<file path="src/rtl/wdg_pkg.sv">
// Package: shared constants, action type and strap decoders for the
// port-mapped watchdog. Assumes straps are static or slowly changing.
package wdg_pkg;

    localparam int SEC_W = 8;   // wide enough for the longest period (220 s)

    typedef enum logic [1:0] {
        ACT_NONE = 2'd0,
        ACT_NMI  = 2'd1,
        ACT_RST  = 2'd2
    } wdg_act_e;

    // Action strap: bit0 = NMI link, bit1 = reset link; both or neither = off
    function automatic wdg_act_e decode_action(input logic [1:0] strap);
        case (strap)
            2'b01:   return ACT_NMI;
            2'b10:   return ACT_RST;
            default: return ACT_NONE;
        endcase
    endfunction

    // Period strap to whole seconds; unlisted codes fall back to 1 s
    function automatic logic [SEC_W-1:0] period_secs(input logic [2:0] code);
        case (code)
            3'b111:  return SEC_W'(1);
            3'b011:  return SEC_W'(2);
            3'b101:  return SEC_W'(10);
            3'b001:  return SEC_W'(20);
            3'b110:  return SEC_W'(110);
            3'b010:  return SEC_W'(220);
            default: return SEC_W'(1);
        endcase
    endfunction

endpackage

</file>
<file path="src/rtl/wdg_port_decode.sv">
// Module: wdg_port_decode
// Turns I/O read cycles into single-cycle hit strobes for the arm/refresh
// port and the disarm port. Only the first cycle of a read strobe counts,
// the full address must match, and a cycle with the write strobe high is
// never treated as a read. Outputs are combinational from the inputs.
module wdg_port_decode #(
    parameter int          ADDR_W      = 16,
    parameter logic [15:0] ARM_ADDR    = 16'h0443,
    parameter logic [15:0] DISARM_ADDR = 16'h0045
) (
    input  logic              clk,
    input  logic              rst_n,
    input  logic              io_rd,
    input  logic              io_wr,
    input  logic [ADDR_W-1:0] io_addr,
    output logic              arm_hit,
    output logic              disarm_hit
);

    logic rd_q;
    logic rd_start;

    // Purpose: remember last cycle's read strobe for edge detection
    always_ff @(posedge clk) begin
        if (!rst_n) rd_q <= 1'b0;
        else        rd_q <= io_rd;
    end

    // Purpose: qualify a new read and match it against the two ports
    always_comb begin
        rd_start   = io_rd && !io_wr && !rd_q;
        arm_hit    = rd_start && (io_addr == ADDR_W'(ARM_ADDR));
        disarm_hit = rd_start && (io_addr == ADDR_W'(DISARM_ADDR));
    end

    // a held strobe never yields two hits in a row
    p_held_read_once_r10: assert property (@(posedge clk) disable iff (!rst_n)
        arm_hit |=> !arm_hit);

endmodule

</file>
<file path="src/rtl/wdg_tick_div.sv">
// Module: wdg_tick_div
// Divides the clock into a one-second tick while run is high. A clear
// restarts the division from zero so a period is measured from the clear
// edge. Assumes CLKS_PER_SEC >= 2.
module wdg_tick_div #(
    parameter int CLKS_PER_SEC = 100_000_000
) (
    input  logic clk,
    input  logic rst_n,
    input  logic run,
    input  logic clear,
    output logic tick
);

    localparam int CW = (CLKS_PER_SEC > 2) ? $clog2(CLKS_PER_SEC) : 1;
    localparam logic [CW-1:0] LAST = CW'(CLKS_PER_SEC - 1);

    logic [CW-1:0] div_cnt;

    // Purpose: count clocks within the current second
    always_ff @(posedge clk) begin
        if (!rst_n || clear || !run) div_cnt <= '0;
        else if (div_cnt == LAST)    div_cnt <= '0;
        else                         div_cnt <= div_cnt + 1'b1;
    end

    // Purpose: flag the last clock of each second
    always_comb tick = run && !clear && (div_cnt == LAST);

    // ticks are spaced by at least two clocks
    p_tick_spacing_r2: assert property (@(posedge clk) disable iff (!rst_n)
        tick |=> !tick);

endmodule

</file>
<file path="src/rtl/wdg_pulse_gen.sv">
// Module: wdg_pulse_gen
// Issues one fixed-length pulse on the output chosen by kind when fire is
// seen. Assumes fire never arrives while a pulse is still in progress
// (a period always exceeds PULSE_CYCLES).
module wdg_pulse_gen
    import wdg_pkg::*;
#(
    parameter int PULSE_CYCLES = 16
) (
    input  logic     clk,
    input  logic     rst_n,
    input  logic     fire,
    input  wdg_act_e kind,
    output logic     rst_out,
    output logic     nmi_out
);

    localparam int PW_W = $clog2(PULSE_CYCLES + 1);

    logic [PW_W-1:0] left;
    wdg_act_e        kind_q;

    // Purpose: load and run down the pulse length counter, latch the kind
    always_ff @(posedge clk) begin
        if (!rst_n) begin
            left   <= '0;
            kind_q <= ACT_NONE;
        end else if (fire) begin
            left   <= PW_W'(PULSE_CYCLES);
            kind_q <= kind;
        end else if (left != '0) begin
            left   <= left - 1'b1;
        end
    end

    // Purpose: steer the active pulse to its output
    always_comb begin
        rst_out = (left != '0) && (kind_q == ACT_RST);
        nmi_out = (left != '0) && (kind_q == ACT_NMI);
    end

    // the two outputs are never high together
    p_one_output_r8: assert property (@(posedge clk) disable iff (!rst_n)
        $onehot0({rst_out, nmi_out}));

    // a new expiry never cuts an earlier pulse short
    p_fire_when_idle_r8: assert property (@(posedge clk) disable iff (!rst_n)
        fire |-> (left == '0));

endmodule

</file>
<file path="src/rtl/port_watchdog.sv">
// Module: port_watchdog (top)
// Watchdog armed, refreshed and disarmed by I/O reads of two fixed ports.
// Counts whole seconds while armed and issues an NMI or reset pulse when
// the strap-selected period elapses without a refresh. Assumes the
// straps are static during operation, and resets synchronously, active low.
module port_watchdog
    import wdg_pkg::*;
#(
    parameter int          CLKS_PER_SEC = 100_000_000,
    parameter int          PULSE_CYCLES = 16,
    parameter logic [15:0] ARM_ADDR     = 16'h0443,
    parameter logic [15:0] DISARM_ADDR  = 16'h0045
) (
    input  logic        clk,
    input  logic        rst_n,
    input  logic        io_rd,
    input  logic        io_wr,
    input  logic [15:0] io_addr,
    input  logic [2:0]  period_strap,
    input  logic [1:0]  action_strap,
    output logic        sys_rst_pulse,
    output logic        nmi_pulse
);

    logic             arm_hit, disarm_hit;
    logic             armed;
    logic [SEC_W-1:0] sec_cnt;
    logic [SEC_W-1:0] limit;
    logic [SEC_W:0]   sec_next;
    wdg_act_e         act;
    logic             restart, tick, expire;

    wdg_port_decode #(
        .ADDR_W      (16),
        .ARM_ADDR    (ARM_ADDR),
        .DISARM_ADDR (DISARM_ADDR)
    ) u_decode (
        .clk        (clk),
        .rst_n      (rst_n),
        .io_rd      (io_rd),
        .io_wr      (io_wr),
        .io_addr    (io_addr),
        .arm_hit    (arm_hit),
        .disarm_hit (disarm_hit)
    );

    // Purpose: decode straps and work out restart and expiry for this cycle
    always_comb begin
        act      = decode_action(action_strap);
        limit    = period_secs(period_strap);
        restart  = arm_hit && (act != ACT_NONE);
        sec_next = {1'b0, sec_cnt} + 1'b1;
        expire   = armed && tick && !restart && !disarm_hit
                   && (act != ACT_NONE) && (sec_next >= {1'b0, limit});
    end

    wdg_tick_div #(
        .CLKS_PER_SEC (CLKS_PER_SEC)
    ) u_tick (
        .clk   (clk),
        .rst_n (rst_n),
        .run   (armed),
        .clear (restart),
        .tick  (tick)
    );

    // Purpose: armed state and whole-second count
    always_ff @(posedge clk) begin
        if (!rst_n || act == ACT_NONE) begin
            armed   <= 1'b0;
            sec_cnt <= '0;
        end else if (restart) begin
            armed   <= 1'b1;
            sec_cnt <= '0;
        end else if (disarm_hit || expire) begin
            armed   <= 1'b0;
            sec_cnt <= '0;
        end else if (armed && tick) begin
            sec_cnt <= sec_next[SEC_W-1:0];
        end
    end

    wdg_pulse_gen #(
        .PULSE_CYCLES (PULSE_CYCLES)
    ) u_pulse (
        .clk     (clk),
        .rst_n   (rst_n),
        .fire    (expire),
        .kind    (act),
        .rst_out (sys_rst_pulse),
        .nmi_out (nmi_pulse)
    );

    // no second tick is produced while disarmed
    p_idle_no_tick_r1: assert property (@(posedge clk) disable iff (!rst_n)
        !armed |-> !tick);

    // an accepted arming read leaves the watchdog armed
    p_arm_r2: assert property (@(posedge clk) disable iff (!rst_n)
        (arm_hit && act != ACT_NONE) |=> armed);

    // a disarm read leaves the watchdog disarmed
    p_disarm_r4: assert property (@(posedge clk) disable iff (!rst_n)
        (disarm_hit && !arm_hit) |=> !armed);

    // a disabled action strap keeps the watchdog disarmed
    p_disabled_r7: assert property (@(posedge clk) disable iff (!rst_n)
        (act == ACT_NONE) |=> !armed);

    // expiry returns to the disarmed state
    p_expire_disarms_r11: assert property (@(posedge clk) disable iff (!rst_n)
        expire |=> !armed);

endmodule

</file>
<file path="config.mk">
export PLATFORM = sky130hd
export DESIGN_NAME = port_watchdog
export DESIGN_NICKNAME = d
export VERILOG_FILES = /design/src/rtl/wdg_pkg.sv /design/src/rtl/wdg_port_decode.sv /design/src/rtl/wdg_tick_div.sv /design/src/rtl/wdg_pulse_gen.sv /design/src/rtl/port_watchdog.sv
export SDC_FILE = /design/constraint.sdc
export NUM_CORES = 1
export LEC_CHECK = 0
export BUFFER_PORTS_ARGS = -buffer_cell sky130_fd_sc_hd__buf_2
export CORE_UTILIZATION = 39
export DETAILED_ROUTE_END_ITERATION = 6
export SLEW_MARGIN = 20
export SYNTH_ARGS = -nofsm -noshare
export SYNTH_HDL_FRONTEND = slang
export SYNTH_SLANG_ARGS = --single-unit
</file>
<file path="constraint.sdc">
create_clock -name clk -period 3.5 [get_ports clk]
set_input_delay 0.7 -clock clk [delete_from_list [all_inputs] [get_ports clk]]
set_output_delay 0.7 -clock clk [all_outputs]
set_load 0.02 [all_outputs]
</file>
# Yosys cells after proc, flatten, opt, wreduce, memory -nomap -nowiden
# Cells that the tools add are included.
# word_totals
wordCells	62
out_inout_bits	2
in_bits	25
ff_bits	44
# classes
mux	6
n_reduce_logical	32
n_eq_ne	12
n_lt_le_gt_ge	1
addsub	3
bitwise	1
# op_table
cell	count
8-bit one-hot mux with 5 select lines	1
27-bit by 1-bit adder with 27-bit output, second input constant	1
27-bit equality test, second input constant	1
16-bit by 11-bit equality test with 1-bit output, second input constant	1
16-bit by 7-bit equality test with 1-bit output, second input constant	1
1-bit logical AND	14
5-bit 2-to-1 mux	2
8-bit by 1-bit adder with 9-bit output, second input constant	1
9-bit by 8-bit greater-or-equal comparator with 1-bit output	1
3-bit by 2-bit equality test with 1-bit output, second input constant	2
3-bit equality test, second input constant	2
1-bit logical NOT	6
2-bit nonzero test	3
5-bit nonzero test	1
5-bit by 1-bit subtractor with 5-bit output, second input constant	1
2-bit by 1-bit equality test with 1-bit output, second input constant	2
2-bit equality test, second input constant	2
1-bit logical OR	4
2-bit one-hot mux with 2 select lines	1
2-bit OR reduction	2
3-bit by 1-bit equality test with 1-bit output, second input constant	1
3-bit OR reduction	1
2-bit logical NOT	1
1-bit 2-to-1 mux	2
1-bit inverter	1

# Logic depth before layout (Yosys ltp)
# Gate-level depths: netlist of the first run.
# depth
word_depth	16
mapped_depth	12

# Modules after synthesis
# Synthesis of the first run repeated with hierarchy kept, for this count alone.
# unflattened
cells_unflattened	313
hier_area_um2	2677.6
# modules_own_cells
module	n_inst	area_each_um2	cells_each
wdg_tick_div	1	1385.1	155
port_watchdog	1	862.1	115
wdg_pulse_gen	1	321.6	33
wdg_port_decode	1	108.9	10

# Worst setup path before layout of the first run
# Ideal clock, no wire load.
# synth_timing
kind	input to register
from	in period_strap[2]
to	reg sec_cnt[3]
path_stages	10
required_time_ns	3.425
slack_ns	0.862
setup_time_ns	0.075
arrival_time_ns	2.563
n_path_buf	1
path_cell_list	clkbuf_1 xor2_1 a22oi_1 ha_1 o21ai_0 a21oi_1 o31a_1 nor3_1 nand2_1 o22ai_1
# synth_via
elab_chain_cells	6
# synth_lines
item	line_no	source
start: declaration	port_watchdog.sv:19	input logic [2:0] period_strap,
3-bit by 2-bit equality test with 1-bit output (tied with other cells)	wdg_pkg.sv:24	case (code)
8-bit one-hot mux with 5 select lines *	wdg_pkg.sv:24	
9-bit by 8-bit greater-or-equal comparator with 1-bit output *	port_watchdog.sv:54	&& (act != ACT_NONE) && (sec_next >= {1'b0, limit});
1-bit logical AND *	port_watchdog.sv:54	
1-bit logical OR *	port_watchdog.sv:75	end else if (disarm_hit || expire) begin
3-bit OR reduction (no line) *	-	
end signal: assignment	port_watchdog.sv:79	sec_cnt <= sec_next[SEC_W-1:0];
end: declaration	port_watchdog.sv:27	logic [SEC_W-1:0] sec_cnt;
# Every way passes the cells marked *; elsewhere a longest branch is shown, timed or not.
# A chain may end at the register's enable or synchronous reset.

# Worst setup path after layout of the first run
# layout_timing
from	reg sec_cnt[2]
to	reg sec_cnt[2]
# layout_via
elab_chain_cells	5
# layout_lines
item	line_no	source
8-bit by 1-bit adder with 9-bit output	port_watchdog.sv:52	sec_next = {1'b0, sec_cnt} + 1'b1;
via sec_next[7]	port_watchdog.sv:29	logic [SEC_W:0] sec_next;
9-bit by 8-bit greater-or-equal comparator with 1-bit output	port_watchdog.sv:54	
1-bit logical AND	port_watchdog.sv:54	
1-bit logical OR	port_watchdog.sv:75	
3-bit OR reduction (no line)	-	
# The timed path passes the listed nets, and every way through them passes these cells.

==> results.toml, run 1 <==
[status]
run_status = "finished, final reports clean"

[grt]
globalRouteTotalUtil_pct = 15.25
grt_pass1_wl_um = 7734
grt_overflow = 0
first_global_vias = 1805
grt_max_degree = 28
antenna_found_initial = 0

[cts]
cts_tree = "yes"
path_clk_slew_ns = 0.09
clock_latency_ns = 0.30
cts_hold_repair.buffers = 0
ctsLongestPathBuffers = 2
cts_setup_buffers = 0
htree_levels = 2
cts_resized = 0
cts.sinks = 44
cts_buffers = 5
cts_root_buf = "clkbuf_8"

[route]
drtIter0Drc = 88
dr_wl_met2_um = 1900
dr.pass1.iters = 4
wl_um = 4487
wl_met3_um = 202
ant_nets = 0
num_vias = 2033
drc = 0
top_layer_used = "met4"
wirelength_met1_um = 2308
via_per_inst = 5.032
avgRoutedWirePerCell_um = 11.11

[placement]
dp.cells = 396
placed_area_um2 = 2645
hpwl_um = 3295
gp_congestion = 0.8068
io_buffer_count = 26

[synth]
async_flop_share_pct = 0
ys_seq_elements = 44
yosysUniqueCellTypes = 42
synth_area_leaders = "dfxtp_1 (36%), ha_1 (7.2%), xnor2_1 (7.2%), nor2_1 (6.2%), nand2_1 (4.8%)"
synth.most_common_cell = "dfxtp_1"
synth_edf_count = 0
synth-seq-area-share_pct = 36.29
syn_inst = 297
synth_commonest_cells = "dfxtp_1 (44), nor2_1 (40), nand2_1 (31), xnor2_1 (20), nand3_1 (18)"
yosys.area.top_type = "dfxtp_1"
syn-num-nets = 336
synth_top_area_share_pct = 36.29
synth_area_um2 = 2427
ys_warn_count = 0
yosys_most_used_dff = "dfxtp_1"
avgSynthCellArea_um2 = 8.173

[setup_path]
crit_path_max_fanout = 6
max_stage_delay_ns = 0.43
crit_slowest_cell = "nor3_1"
cp.required_ns = 3.72
reg2reg_depth = 11
cp_top_family = "simple AND/OR/NAND/NOR gates"
path_buf_inv = 0
critPathKind = "register to register"
worstSetupEndpointType = "register"
cp.depth = 11
crit_arrival_ns = 3.24
crit_chain = "nand3_1 -> or2_2 -> or3_1 -> xnor2_1 -> ha_1 -> nand4_1 -> nor2_1 -> o31a_1 -> nor3_1 -> nand2_1 -> o21ai_0"
regToRegSetupSlack_ns = 0.48
cp-start-kind = "register"

[pwr]
leakage_nw = 0.9749
peakVddDrop_mv = 0.2911
power_density_nw_per_um2 = 404.6

[sta]
tightest_slew_ns = 0.7027
rsz0062_at_grt = "no"
final.setup.tns_ns = 0
slew_viol_final = 0
fmax_ghz = 0.3314
fin_crit_sh_pct = 86.22
hold_viol_final = 0
skew_ns = 0.009678
finalCriticalPeriod_ns = 3.018
max-slew-margin-rel_pct = 52.79
setup_viol = 0

[flow_run]
max_cap_violations = 0

[floorplanning]
fp.coreArea_um2 = 5956
die_h_um = 80.89
io_pins = 27
initial_utilization_pct = 40.76
fp.dieW_um = 80.89
rows = 28
die-area_um2 = 6543

[final_layout]
nets = 367
drive_above_1_share_pct = 13.98
area_growth_pct = 12.99
diodes = 0
stdcell_count = 404
fin_area_um2 = 2743

[worst_hold_path]
hp-class = "register to register"
whs_path_depth = 1
## final timing paths
| path | from | to |
|---|---|---|
| setup / recovery | sec_cnt[2]$_SDFFE_PP0N_ | sec_cnt[2]$_SDFFE_PP0N_ |
| hold / removal | u_tick.div_cnt[0]$_SDFF_PP0_ | u_tick.div_cnt[0]$_SDFF_PP0_ |
| setup reg to reg | sec_cnt[2]$_SDFFE_PP0N_ | sec_cnt[2]$_SDFFE_PP0N_ |
| hold reg to reg | u_tick.div_cnt[0]$_SDFF_PP0_ | u_tick.div_cnt[0]$_SDFF_PP0_ |
## per-stage QoR
step	util (%)	hold slack (ns)	setup slack (ns)	total power, mW
final	46.05	0.4533	0.4823	1.110
after floorplan	-	0.4175	0.8621	0.7202
after CTS	46.05	0.4604	0.4633	1.125
after global placement	44.41	0.4319	0.5208	0.7795
after detailed placement	44.41	0.4458	0.3669	0.7825
after global routing	46.05	0.4927	0.1355	1.175
## power by group
part           leakage [nW]  internal [mW]  switching, mW
Clock                0.0434          0.160          0.180
Sequential            0.356          0.529         0.0219
Combinational         0.576          0.113          0.106
## routing by layer
layer  up-vias  track usage, %
met5         -               0
met2        32           24.71
met1       904           19.63
li1       1091               -
met3         6           3.371
met4         0           5.893
## sequential cells by signal (all words and copies together), names as in the netlist
signal	flops
armed	1
u_pulse.left	5
u_decode.rd_q	1
u_pulse.kind_q	2
u_tick.div_cnt	27
sec_cnt	8
## area by class of cell
| cell class | instances | area (um2) |
|---|---|---|
| multi-input combinational | 233 | 1461 |
| clock buffer | 6 | 82.58 |
| sequential | 44 | 880.8 |
| fill | 591 | 3213 |
| clock inverter | 2 | 15.01 |
| inverter | 15 | 56.30 |
| timing repair buffer | 29 | 152.6 |
| tap | 75 | 93.84 |
## worst reg2reg max path, stage by stage, from the launching register on
cell and delay, ns:
dfxtp_1 0.42, nand3_1 0.18, or2_2 0.35, or3_1 0.33
xnor2_1 0.23, ha_1 0.29, nand4_1 0.09, nor2_1 0.05
o31a_1 0.13, nor3_1 0.43, nand2_1 0.23, o21ai_0 0.22
## kinds of logic (layout without fill, tap and decap cells)
group,Yosys count,after routing,synth area share [%]
compound gates,34,34,8.505
fa+ha+maj,14,14,7.217
mux,2,2,0.8248
buf+inv,20,52,3.505
simple gates,153,153,32.84
xor+xnor,30,30,10.82
flops,44,44,36.29
## placed cells by master (no fill, tap or decap), types with 3 or more instances in the layout
cell      instances
nor4_1            5
buf_4             3
a21oi_1          14
and3_1            5
nand3_1          18
or3_1             4
nor2b_1           4
o21ai_0           8
nand2_1          31
o22ai_1           4
ha_1             14
xnor2_1          20
nor3_1            8
dfxtp_1          44
nand2b_1          7
nor4b_1           6
nand4_1           5
nor2_1           40
nor3b_1           5
clkbuf_8          6
xor2_1           10
inv_1            15
buf_2            26
Note: power is estimated with default switching activity, not from simulation.
==> inputs of run 2 (changes only) <==
--- a/config.mk
+++ b/config.mk
@@ -5,9 +5,11 @@
 export SDC_FILE = /design/constraint.sdc
 export NUM_CORES = 1
 export LEC_CHECK = 0
+export ABC_AREA = 1
 export BUFFER_PORTS_ARGS = -buffer_cell sky130_fd_sc_hd__buf_2
-export CORE_UTILIZATION = 39
+export CORE_UTILIZATION = 59
 export DETAILED_ROUTE_END_ITERATION = 6
+export PLACE_DENSITY = 0.8
 export SLEW_MARGIN = 20
 export SYNTH_ARGS = -nofsm -noshare
 export SYNTH_HDL_FRONTEND = slang
==> run 2 against run 1 <==
  * Clock skew decreased by 0.0028 ns
  * Utilization increased by 23 points
  * Final area increased by 11%
  * Non-clock buffer count decreased by 3
  * Setup slack improved by 0.57 ns
  * First-iteration DRC count increased by 110%
  * Combinational power decreased by 19%
  * Clock-buffer cell count decreased by 1
  * Clock power increased by 7.6%
  * Global-route usage increased by 9.7 points
  * Sequential cell count unchanged
  * Final cell count increased by 25%
  * Largest cell class unchanged
  * Highest routed layer unchanged
==> results.toml, run 2 <==
[worst_hold_path]
min_to = "u_tick.div_cnt[24]$_SDFF_PP0_"
hp-class = "register to register"
whs_path_depth = 2
holdCritStartpoint = "u_tick.div_cnt[24]$_SDFF_PP0_"

[setup_path]
crit_path_max_fanout = 8
cp.required_ns = 3.72
reg2reg_from = "sec_cnt[0]$_SDFFE_PP0N_"
cp-start-kind = "register"
reg2reg_depth = 12
critPathKind = "register to register"
crit_arrival_ns = 2.67
timing.rr.end = "sec_cnt[3]$_SDFFE_PP0N_"
worstSetupEndpointType = "register"
regToRegSetupSlack_ns = 1.05

[synth]
synth_top_family_by_area = "simple AND/OR/NAND/NOR gates"
synth_adder_area_share_pct = 6.329
synth_area_leaders = "dfxtp_1 (32%), nand2_1 (15%), nor2_1 (8.7%), inv_1 (6.9%), ha_1 (6.3%)"
async_flop_share_pct = 0
syn-num-nets = 461
synth_xor_area_share_pct = 3.481
synth_compound_area_share_pct = 7.550
synth-simple-area-share_pct = 42.59
synth_top_area_share_pct = 31.83
muxShareOfSynthArea_pct = 0
yosys.area.top_type = "dfxtp_1"
yosysUniqueCellTypes = 32
avgSynthCellArea_um2 = 6.558
ys_seq_elements = 44
syn_inst = 422
synth_area_um2 = 2768
ys_warn_count = 0
synth_edf_count = 0
synth_commonest_cells = "nand2_1 (107), nor2_1 (64), inv_1 (51), dfxtp_1 (44), nand3_1 (30)"
synth.most_common_cell = "nand2_1"
yosys_most_used_dff = "dfxtp_1"
synth-seq-area-share_pct = 31.83

[final_layout]
nets = 491
largest_reg_flops = 27
fin_area_um2 = 3048
area_growth_pct = 10.13
top_regs = "u_tick.div_cnt: 27 flops, sec_cnt: 8 flops, u_pulse.left: 5 flops"
final_core_util_pct = 68.58
final_common_cell = "nand2_1"
largest-register = "u_tick.div_cnt"
drive_above_1_share_pct = 12.42
diodes = 0
final_cell_mix = "nand2_1 (107), nor2_1 (64), inv_1 (51)"
fillers = 421

[pwr]
p_int_mw = 0.8049
pwr-share-clk_pct = 33.9
swShare_pct = 25.38
leakage_nw = 1.244
p_comb_share_pct = 16.5
p_sw_mw = 0.2737
power_frac_seq_pct = 49.6
peakVddDrop_mv = 0.3664
power_density_nw_per_um2 = 353.9

[placement]
gp_congestion = 0.8970
io_buffer_count = 26
hpwl_um = 4507
placed_area_um2 = 2949

[floorplanning]
io_pins = 27
fp.dieW_um = 70.49
die-area_um2 = 4969
fp.coreArea_um2 = 4444
rows = 24
initial_utilization_pct = 62.27
die_h_um = 70.49

[route]
drtIter0Drc = 185
num_vias = 2677
via_per_inst = 5.322
ant_nets = 0
drc = 0
wl_um = 5697
avgRoutedWirePerCell_um = 11.33
dr.pass1.iters = 4

[sta]
fmax_ghz = 0.4088
slew_viol_final = 0
tightest_slew_ns = 0.7183
final.setup.tns_ns = 0
rsz0062_at_grt = "no"
fin_crit_sh_pct = 69.90
skew_ns = 0.006851
hold_viol_final = 0
max-slew-margin-rel_pct = 52.00
finalCriticalPeriod_ns = 2.446
setup_viol = 0

[grt]
grt_max_degree = 28
first_global_vias = 2350
antenna_found_initial = 0
globalRouteTotalUtil_pct = 24.95
grt_pass1_wl_um = 9991
grt_overflow = 0

[cts]
cts_setup_buffers = 0
htree_levels = 2
cts_resized = 0
cts_root_buf = "clkbuf_8"
cts_tree = "yes"
cts_buffers = 5
cts.sinks = 44
ctsLongestPathBuffers = 2
path_clk_slew_ns = 0.07
clock_latency_ns = 0.30
cts_hold_repair.buffers = 0

[flow_run]
max_cap_violations = 0

[status]
run_status = "finished, final reports clean"
-- run 2: final cells by class --
cell class                 instances  area, um2  area share, %
timing repair buffer              26      130.1          4.269
clock buffer                       5      68.82          2.258
multi-input combinational        318       1659          54.43
clock inverter                     1      30.03         0.9852
sequential                        44      880.8          28.90
inverter                          57      214.0          7.020
tap                               52      65.06          2.135
-- run 2: critical path: stages (launching register included) --
cell and delay [ns]:
dfxtp_1 0.41, ha_1 0.21, nand3_1 0.16, inv_1 0.08
nand3_1 0.07, xnor2_1 0.22, ha_1 0.28, a21o_1 0.18
nor2_1 0.15, nand2_1 0.11, nand3_4 0.14, nand3_2 0.17
a21oi_1 0.17
-- run 2: per-layer routing --
metal	track usage, %	share of wire [%]	wire, um	vias up
met5	0	0	0	-
met4	7.483	0.93	53	0
met3	4.473	6.5	372	7
met2	40.13	45	2554	69
met1	33.93	48	2717	1191
li1	-	-	-	1410
-- run 2: power by group through the flow --
stage	logic, mW	registers, mW	clock network, mW
2_1_floorplan	0.138	0.544	0
4_1_cts	0.178	0.535	0.374
3_5_place_dp	0.177	0.546	0
3_3_place_gp	0.174	0.547	0
5_1_grt	0.212	0.537	0.393
6_report	0.178	0.535	0.366
-- run 2: kinds of logic (layout without fill, tap and decap cells) --
family / Yosys count / after routing
simple gates: 254 / 254
flops: 44 / 44
xor+xnor: 11 / 11
compound gates: 39 / 39
buf+inv: 60 / 89
fa+ha+maj: 14 / 14
-- run 2: per-stage QoR --
| step | setup slack (ns) | cells | power, mW | hold slack, ns |
|---|---|---|---|---|
| 2_1_floorplan | 1.177 | 422 | 0.6824 | 0.4390 |
| 3_3_place_gp | 0.9217 | 497 | 0.7208 | 0.4515 |
| 4_1_cts | 1.079 | 503 | 1.087 | 0.4666 |
| 6_report | 1.054 | 503 | 1.079 | 0.4662 |
| 5_1_grt | 0.8061 | 503 | 1.142 | 0.4982 |
| 3_5_place_dp | 0.8271 | 497 | 0.7238 | 0.4553 |
-- run 2: worst max-delay path by stage --
stage	endpoint	cells past startpoint	slack, ns	start
2_1_floorplan	sec_cnt[0]$_SDFFE_PP0N_	15	1.18	period_strap[1]
3_3_place_gp	sec_cnt[7]$_SDFFE_PP0N_	15	0.92	period_strap[0]
3_5_place_dp	sec_cnt[6]$_SDFFE_PP0N_	16	0.83	period_strap[1]
4_1_cts	sec_cnt[3]$_SDFFE_PP0N_	12	1.08	sec_cnt[0]$_SDFFE_PP0N_
5_1_grt	sec_cnt[0]$_SDFFE_PP0N_	12	0.81	sec_cnt[0]$_SDFFE_PP0N_
6_report	sec_cnt[3]$_SDFFE_PP0N_	12	1.05	sec_cnt[0]$_SDFFE_PP0N_
